[src/rtl/utlb_pkg.sv]
package utlb_pkg;

   typedef enum logic {
      FS_IDLE = 1'b0,
      FS_WAIT = 1'b1
   } fill_state_e;

   function automatic bit is_pow2(input int unsigned v);
      return (v != 0) && ((v & (v - 1)) == 0);
   endfunction

endpackage

[src/rtl/utlb_match.sv]
module utlb_match #(
   parameter int WAYS   = 8,
   parameter int VPN_W  = 19,
   parameter int ASID_W = 8
) (
   input  logic [WAYS-1:0]   ent_valid,
   input  logic [WAYS-1:0]   ent_global,
   input  logic [VPN_W-1:0]  ent_vpn  [WAYS],
   input  logic [ASID_W-1:0] ent_asid [WAYS],
   input  logic [VPN_W-1:0]  key_vpn,
   input  logic [ASID_W-1:0] key_asid,
   output logic [WAYS-1:0]   hit_vec
);

   for (genvar i = 0; i < WAYS; i++) begin : g_cmp
      logic vpn_eq;
      logic asid_ok;
      assign vpn_eq     = (ent_vpn[i] == key_vpn);
      assign asid_ok    = ent_global[i] || (ent_asid[i] == key_asid);
      assign hit_vec[i] = ent_valid[i] && vpn_eq && asid_ok;
   end

endmodule

[src/rtl/utlb_lru.sv]
module utlb_lru #(
   parameter int WAYS = 8,
   localparam int IW  = $clog2(WAYS)
) (
   input  logic          clk,
   input  logic          rst_n,
   input  logic          touch_en,
   input  logic [IW-1:0] touch_idx,
   output logic [IW-1:0] lru_idx
);

   // Each way carries its rank: 0 is most recent, WAYS-1 is oldest.
   // The ranks always form a permutation of 0..WAYS-1.
   logic [IW-1:0] age_q [WAYS];
   logic [IW-1:0] touched_age;

   assign touched_age = age_q[touch_idx];

   for (genvar i = 0; i < WAYS; i++) begin : g_age
      always_ff @(posedge clk) begin
         if (!rst_n) begin
            age_q[i] <= IW'(i);
         end else if (touch_en) begin
            if (touch_idx == IW'(i))
               age_q[i] <= '0;
            else if (age_q[i] < touched_age)
               age_q[i] <= age_q[i] + 1'b1;
         end
      end
   end

   always_comb begin
      lru_idx = '0;
      for (int i = 0; i < WAYS; i++) begin
         if (age_q[i] == IW'(WAYS - 1))
            lru_idx = IW'(i);
      end
   end

endmodule

[src/rtl/utlb_victim.sv]
module utlb_victim #(
   parameter int WAYS = 8,
   localparam int IW  = $clog2(WAYS)
) (
   input  logic [WAYS-1:0] ent_valid,
   input  logic [IW-1:0]   lru_idx,
   output logic [IW-1:0]   victim_idx
);

   // Lowest-numbered free way wins; the oldest way is used only when full.
   always_comb begin
      logic found;
      found      = 1'b0;
      victim_idx = lru_idx;
      for (int i = 0; i < WAYS; i++) begin
         if (!found && !ent_valid[i]) begin
            victim_idx = IW'(i);
            found      = 1'b1;
         end
      end
   end

endmodule

[src/rtl/utlb_cache.sv]
module utlb_cache
   import utlb_pkg::*;
#(
   parameter int WAYS   = 8,
   parameter int VPN_W  = 19,
   parameter int ASID_W = 8,
   parameter int PPN_W  = 20,
   parameter int ATTR_W = 6,
   localparam int IW    = $clog2(WAYS)
) (
   input  logic              clk,
   input  logic              rst_n,
   input  logic              lk_valid,
   input  logic [VPN_W-1:0]  lk_vpn,
   input  logic [ASID_W-1:0] lk_asid,
   output logic              lk_hit,
   output logic [PPN_W-1:0]  lk_ppn,
   output logic [ATTR_W-1:0] lk_attr,
   output logic              stall,
   output logic              fill_req,
   output logic [VPN_W-1:0]  fill_vpn,
   output logic [ASID_W-1:0] fill_asid,
   input  logic              fill_valid,
   input  logic [PPN_W-1:0]  fill_ppn,
   input  logic [ATTR_W-1:0] fill_attr,
   input  logic              fill_global,
   input  logic              jtlb_wr,
   input  logic              jtlb_wr_flush,
   input  logic              inv_all
);

   // ---------------- elaboration checks ----------------
   if (!is_pow2(WAYS) || WAYS < 2) begin : g_bad_ways
      $error("utlb_cache: WAYS must be a power of two, at least 2");
   end
   if (VPN_W < 1 || ASID_W < 1 || PPN_W < 1 || ATTR_W < 1) begin : g_bad_width
      $error("utlb_cache: all field widths must be positive");
   end

   // ---------------- storage ----------------
   logic [WAYS-1:0]   v_q;
   logic [WAYS-1:0]   g_q;
   logic [VPN_W-1:0]  vpn_q  [WAYS];
   logic [ASID_W-1:0] asid_q [WAYS];
   logic [PPN_W-1:0]  ppn_q  [WAYS];
   logic [ATTR_W-1:0] attr_q [WAYS];

   fill_state_e       st_q;
   logic [VPN_W-1:0]  req_vpn_q;
   logic [ASID_W-1:0] req_asid_q;

   logic [WAYS-1:0]   hit_vec;
   logic [IW-1:0]     hit_idx;
   logic [PPN_W-1:0]  hit_ppn;
   logic [ATTR_W-1:0] hit_attr;
   logic [IW-1:0]     lru_idx;
   logic [IW-1:0]     victim_idx;

   logic              kill_all;
   logic              install;
   logic              use_hit;
   logic              touch_en;
   logic [IW-1:0]     touch_idx;

   // ---------------- lookup ----------------
   utlb_match #(.WAYS(WAYS), .VPN_W(VPN_W), .ASID_W(ASID_W)) u_match (
      .ent_valid  (v_q),
      .ent_global (g_q),
      .ent_vpn    (vpn_q),
      .ent_asid   (asid_q),
      .key_vpn    (lk_vpn),
      .key_asid   (lk_asid),
      .hit_vec    (hit_vec)
   );

   always_comb begin
      hit_idx  = '0;
      hit_ppn  = '0;
      hit_attr = '0;
      for (int i = 0; i < WAYS; i++) begin
         if (hit_vec[i]) begin
            hit_idx  = hit_idx  | IW'(i);
            hit_ppn  = hit_ppn  | ppn_q[i];
            hit_attr = hit_attr | attr_q[i];
         end
      end
   end

   assign lk_hit  = lk_valid && (|hit_vec);
   assign lk_ppn  = lk_hit ? hit_ppn  : '0;
   assign lk_attr = lk_hit ? hit_attr : '0;
   assign stall   = lk_valid && !(|hit_vec);

   // ---------------- control ----------------
   assign kill_all = inv_all || (jtlb_wr && jtlb_wr_flush);
   assign install  = (st_q == FS_WAIT) && fill_valid && !kill_all;
   assign use_hit  = (st_q == FS_IDLE) && lk_hit;
   assign touch_en = install || use_hit;
   assign touch_idx = install ? victim_idx : hit_idx;

   assign fill_req  = (st_q == FS_WAIT);
   assign fill_vpn  = req_vpn_q;
   assign fill_asid = req_asid_q;

   utlb_lru #(.WAYS(WAYS)) u_lru (
      .clk       (clk),
      .rst_n     (rst_n),
      .touch_en  (touch_en),
      .touch_idx (touch_idx),
      .lru_idx   (lru_idx)
   );

   utlb_victim #(.WAYS(WAYS)) u_victim (
      .ent_valid  (v_q),
      .lru_idx    (lru_idx),
      .victim_idx (victim_idx)
   );

   always_ff @(posedge clk) begin
      if (!rst_n) begin
         st_q       <= FS_IDLE;
         req_vpn_q  <= '0;
         req_asid_q <= '0;
      end else begin
         unique case (st_q)
            FS_IDLE: begin
               if (stall) begin
                  st_q       <= FS_WAIT;
                  req_vpn_q  <= lk_vpn;
                  req_asid_q <= lk_asid;
               end
            end
            FS_WAIT: begin
               if (kill_all || fill_valid)
                  st_q <= FS_IDLE;
            end
            default: st_q <= FS_IDLE;
         endcase
      end
   end

   for (genvar i = 0; i < WAYS; i++) begin : g_way
      logic wr_this;
      assign wr_this = install && (victim_idx == IW'(i));

      always_ff @(posedge clk) begin
         if (!rst_n) begin
            v_q[i] <= 1'b0;
         end else if (kill_all) begin
            v_q[i] <= 1'b0;
         end else if (wr_this) begin
            v_q[i] <= 1'b1;
         end
      end

      always_ff @(posedge clk) begin
         if (!rst_n) begin
            g_q[i]    <= 1'b0;
            vpn_q[i]  <= '0;
            asid_q[i] <= '0;
            ppn_q[i]  <= '0;
            attr_q[i] <= '0;
         end else if (wr_this) begin
            g_q[i]    <= fill_global;
            vpn_q[i]  <= req_vpn_q;
            asid_q[i] <= req_asid_q;
            ppn_q[i]  <= fill_ppn;
            attr_q[i] <= fill_attr;
         end
      end
   end

endmodule

[config.mk]
export PLATFORM = sky130hd
export DESIGN_NAME = utlb_cache
export DESIGN_NICKNAME = d
export VERILOG_FILES = /design/src/rtl/utlb_pkg.sv /design/src/rtl/utlb_match.sv /design/src/rtl/utlb_lru.sv /design/src/rtl/utlb_victim.sv /design/src/rtl/utlb_cache.sv
export SDC_FILE = /design/constraint.sdc
export NUM_CORES = 1
export LEC_CHECK = 0
export ABC_AREA = 1
export BUFFER_PORTS_ARGS = -buffer_cell sky130_fd_sc_hd__buf_2
export CAP_MARGIN = 10
export CORE_ASPECT_RATIO = 0.9
export CORE_MARGIN = 8
export CORE_UTILIZATION = 60
export CTS_BUF_LIST = sky130_fd_sc_hd__clkbuf_4 sky130_fd_sc_hd__clkbuf_8
export CTS_CLUSTER_SIZE = 20
export DETAILED_ROUTE_END_ITERATION = 12
export PLACE_DENSITY = 0.78
export SLEW_MARGIN = 20
export SYNTH_ARGS = -nofsm -noshare
export SYNTH_HDL_FRONTEND = slang
export SYNTH_SLANG_ARGS = --single-unit
[constraint.sdc]
create_clock -name clk -period 4.8 [get_ports clk]
set_input_delay 0.96 -clock clk [delete_from_list [all_inputs] [get_ports clk]]
set_output_delay 0.96 -clock clk [all_outputs]
set_load 0.005 [all_outputs]
==> metrics.yaml <==
drt:
  drt_iter0_markers: 3062
  drc: 0
  drtPass1Iterations: 6
  num_vias: 22300
  routed_wl_um: 87600
  ant_nets: 0
  routed_via_density: 6.31
  wl_per_cell_um: 24.8
timing:
  fin_crit_sh_pct: 95.7
  hold_viol: 0
  finalSetupViolCount: 0
  rsz0062_at_grt: "false"
  fmaxAchievable_ghz: 0.218
  worst_slew_pin_slew_ns: 0.899
  report.final.slew_viol_count: 0
  layout_min_cycle_time_ns: 4.59
  fin_setup_tns_ns: 0
  slew_headroom_pct: 40.1
  fin_skew_ns: 0.0328
cells_and_area:
  drive_gt1_share_pct: 13.5
  multiInputGateArea_mm2: 0.00950
  ff_latch_area_mm2: 0.0122
  fillCellCount: 3118
  fin_area_mm2: 0.0264
  instances_no_fill: 3534
  nNetsFinal: 3033
  n_antenna_cell: 0
  area_growth_pct: 13.1
clocking:
  postCtsSetupBuffers: 0
  clock_latency_ns: 0.68
  htree_levels: 3
  tritoncts: "yes"
  clk_pin_slew_ns: 0.06
  holdBufCountCts: 0
  cts-root-buf: "clkbuf_8"
  cts_resized: 0
  cts_sinks: 492
  ctsLongestPathBuffers: 3
  cts-buffers-inserted: 78
place:
  dp_hpwl_um: 57900
  dpl-instance-area_mm2: 0.0248
  placedCellCount: 3394
  port_buffers: 116
  gp_congestion: 1.10
yosys:
  ys_types: 50
  synth.avg_cell_area_um2: 8.34
  seq_area_frac_synth_pct: 52.1
  netlist.area_leader.share_pct: 29.8
  syn_inst: 2801
  synth_async_sr_flop_share_pct: 0
  synthFlopType: "dfxtp_1"
  yosysWarnings: 0
  syn_area_mm2: 0.0234
  netlist_top_cells_area: "edfxtp_1, dfxtp_1, nand2_1, nor2_1, inv_1"
  yosys.area.top_type: "edfxtp_1"
  synth_edf_count: 232
  yosysMostFrequentCell: "nand2_1"
  syn_nets: 2885
  synth_common_cells: "nand2_1, nor2_1, inv_1, dfxtp_1, edfxtp_1"
  synth-seq-cells: 492
setup_path:
  arrival_ns: 3.63
  startpoint_type: "primary input"
  cp-end-kind: "primary output"
  critPathKind: "primary input to primary output"
  worst-path-max-fanout: 19
  required_ns: 3.84
floorplan:
  ioPinCount: 117
  row_count: 68
  fp.dieH_um: 203
  coreArea_mm2: 0.0384
  dieArea_mm2: 0.0455
  initial_utilization_pct: 60.9
  die_w_um: 224
power:
  power.density_mw_per_mm2: 337
  p_int_mw: 6.62
  clockPowerShare_pct: 41.4
  combPwrFrac_pct: 8.0
  seq_power_share_pct: 50.7
  p_leak_nw: 10.7
  switching_share_pct: 25.6
  ir_drop_mv: 0.380
  p_sw_mw: 2.28
global_routing:
  overflow: 0
  antenna_found_initial: 0
  grtUsageTotal_pct: 37.7
  grt_pass1_vias: 21500
  grt_max_degree: 55
  grt_first_pass_wirelength_um: 130000
worst_hold_path:
  hold_path.class: "register to register"
status:
  outcome: "finished, final reports clean"
flow_run:
  max_cap_viol_count: 0
==> metrics by stage <==
stage          total power, mW  setup WS, ns  utilization (%)  hold slack, ns
3_3_place_gp              5.27         0.393             64.8           0.459
6_report                  8.90         0.208             68.8           0.476
2_1_floorplan             4.96         0.818                -           0.449
5_1_grt                   9.10         0.148             68.8           0.490
3_5_place_dp              5.28         0.316             64.8           0.463
4_1_cts                   8.86         0.322             68.8           0.474
==> critical path, stage by stage <==
cell and delay [ns]:
buf_2 0.30, inv_2 0.22, o21ai_0 0.36, nor2_1 0.08
nand2_1 0.07, nor2_1 0.05, nand3_1 0.20, nor2_2 0.08
buf_12 0.18, buf_4 0.21, a22o_1 0.21, nor4_1 0.44
nor2_1 0.09, buf_2 0.14
==> area by class of cell <==
class	count	share of cell area [%]
inverter	318	4.52
timing repair buffer	197	5.03
tap	525	2.49
sequential	492	46.1
clock buffer	120	5.47
clock inverter	20	0.469
multi-input combinational	1862	36.0
==> cell families after synthesis <==
logic type               count (synthesis)  share of synthesized area, %
AO/OA/AOI/OAI                          472                          12.6
XOR/XNOR                                67                          2.51
adder cells (fa/ha/maj)                 23                          1.23
buffers and inverters                  447                          7.50
flip-flops                             492                          52.1
AND/OR/NAND/NOR                       1300                          24.0
==> cells in the final DEF, fill, tap and decap left out, drive strengths merged, types with 3 or more instances in the layout <==
cell,n
a21oi,50
a221oi,5
a22o,62
a32o,16
buf,197
clkbuf,120
clkinv,30
clkinvlp,3
dfxtp,260
edfxtp,232
ha,23
inv,304
nand2,532
nand3,202
nand3b,9
nand4,48
nor2,429
nor3,25
nor4,43
nor4b,3
o21ai,165
o22ai,166
or2,3
xnor2,38
xor2,29
==> flip-flops by register name, summed over array words and instances (netlist names) <==
name,count
ppn_q,160
vpn_q,152
asid_q,64
attr_q,48
u_lru.age_q,24
fill_vpn,19
fill_asid,8
g_q,8
v_q,8
fill_req,1
==> final timing paths <==
| kind | start | cells past startpoint | endpoint | slack, ns |
|---|---|---|---|---|
| max | lk_vpn[6] | 14 | lk_attr[2] | 0.21 |
| min | g_q[0] | 2 | g_q[0] | 0.48 |
| max reg2reg | u_lru.age_q[6][0] | 15 | u_lru.age_q[3][1] | 0.80 |
| min reg2reg | g_q[0] | 2 | g_q[0] | 0.48 |
==> power groups by stage <==
stage          Combinational [mW]  Sequential (mW)  Clock [mW]
3_5_place_dp                0.679             4.60           0
3_3_place_gp                0.676             4.59           0
2_1_floorplan               0.370             4.59           0
5_1_grt                     0.742             4.51        3.84
4_1_cts                     0.682             4.51        3.67
6_report                    0.709             4.51        3.68
==> per-layer routing <==
layer  wire length (µm)  global-route usage [%]
met3              11600                    10.2
met4               3770                    16.1
met2              37700                    56.3
met1              34500                    51.4
met5                  0                       0
Note: power is estimated with default switching activity, not from simulation.
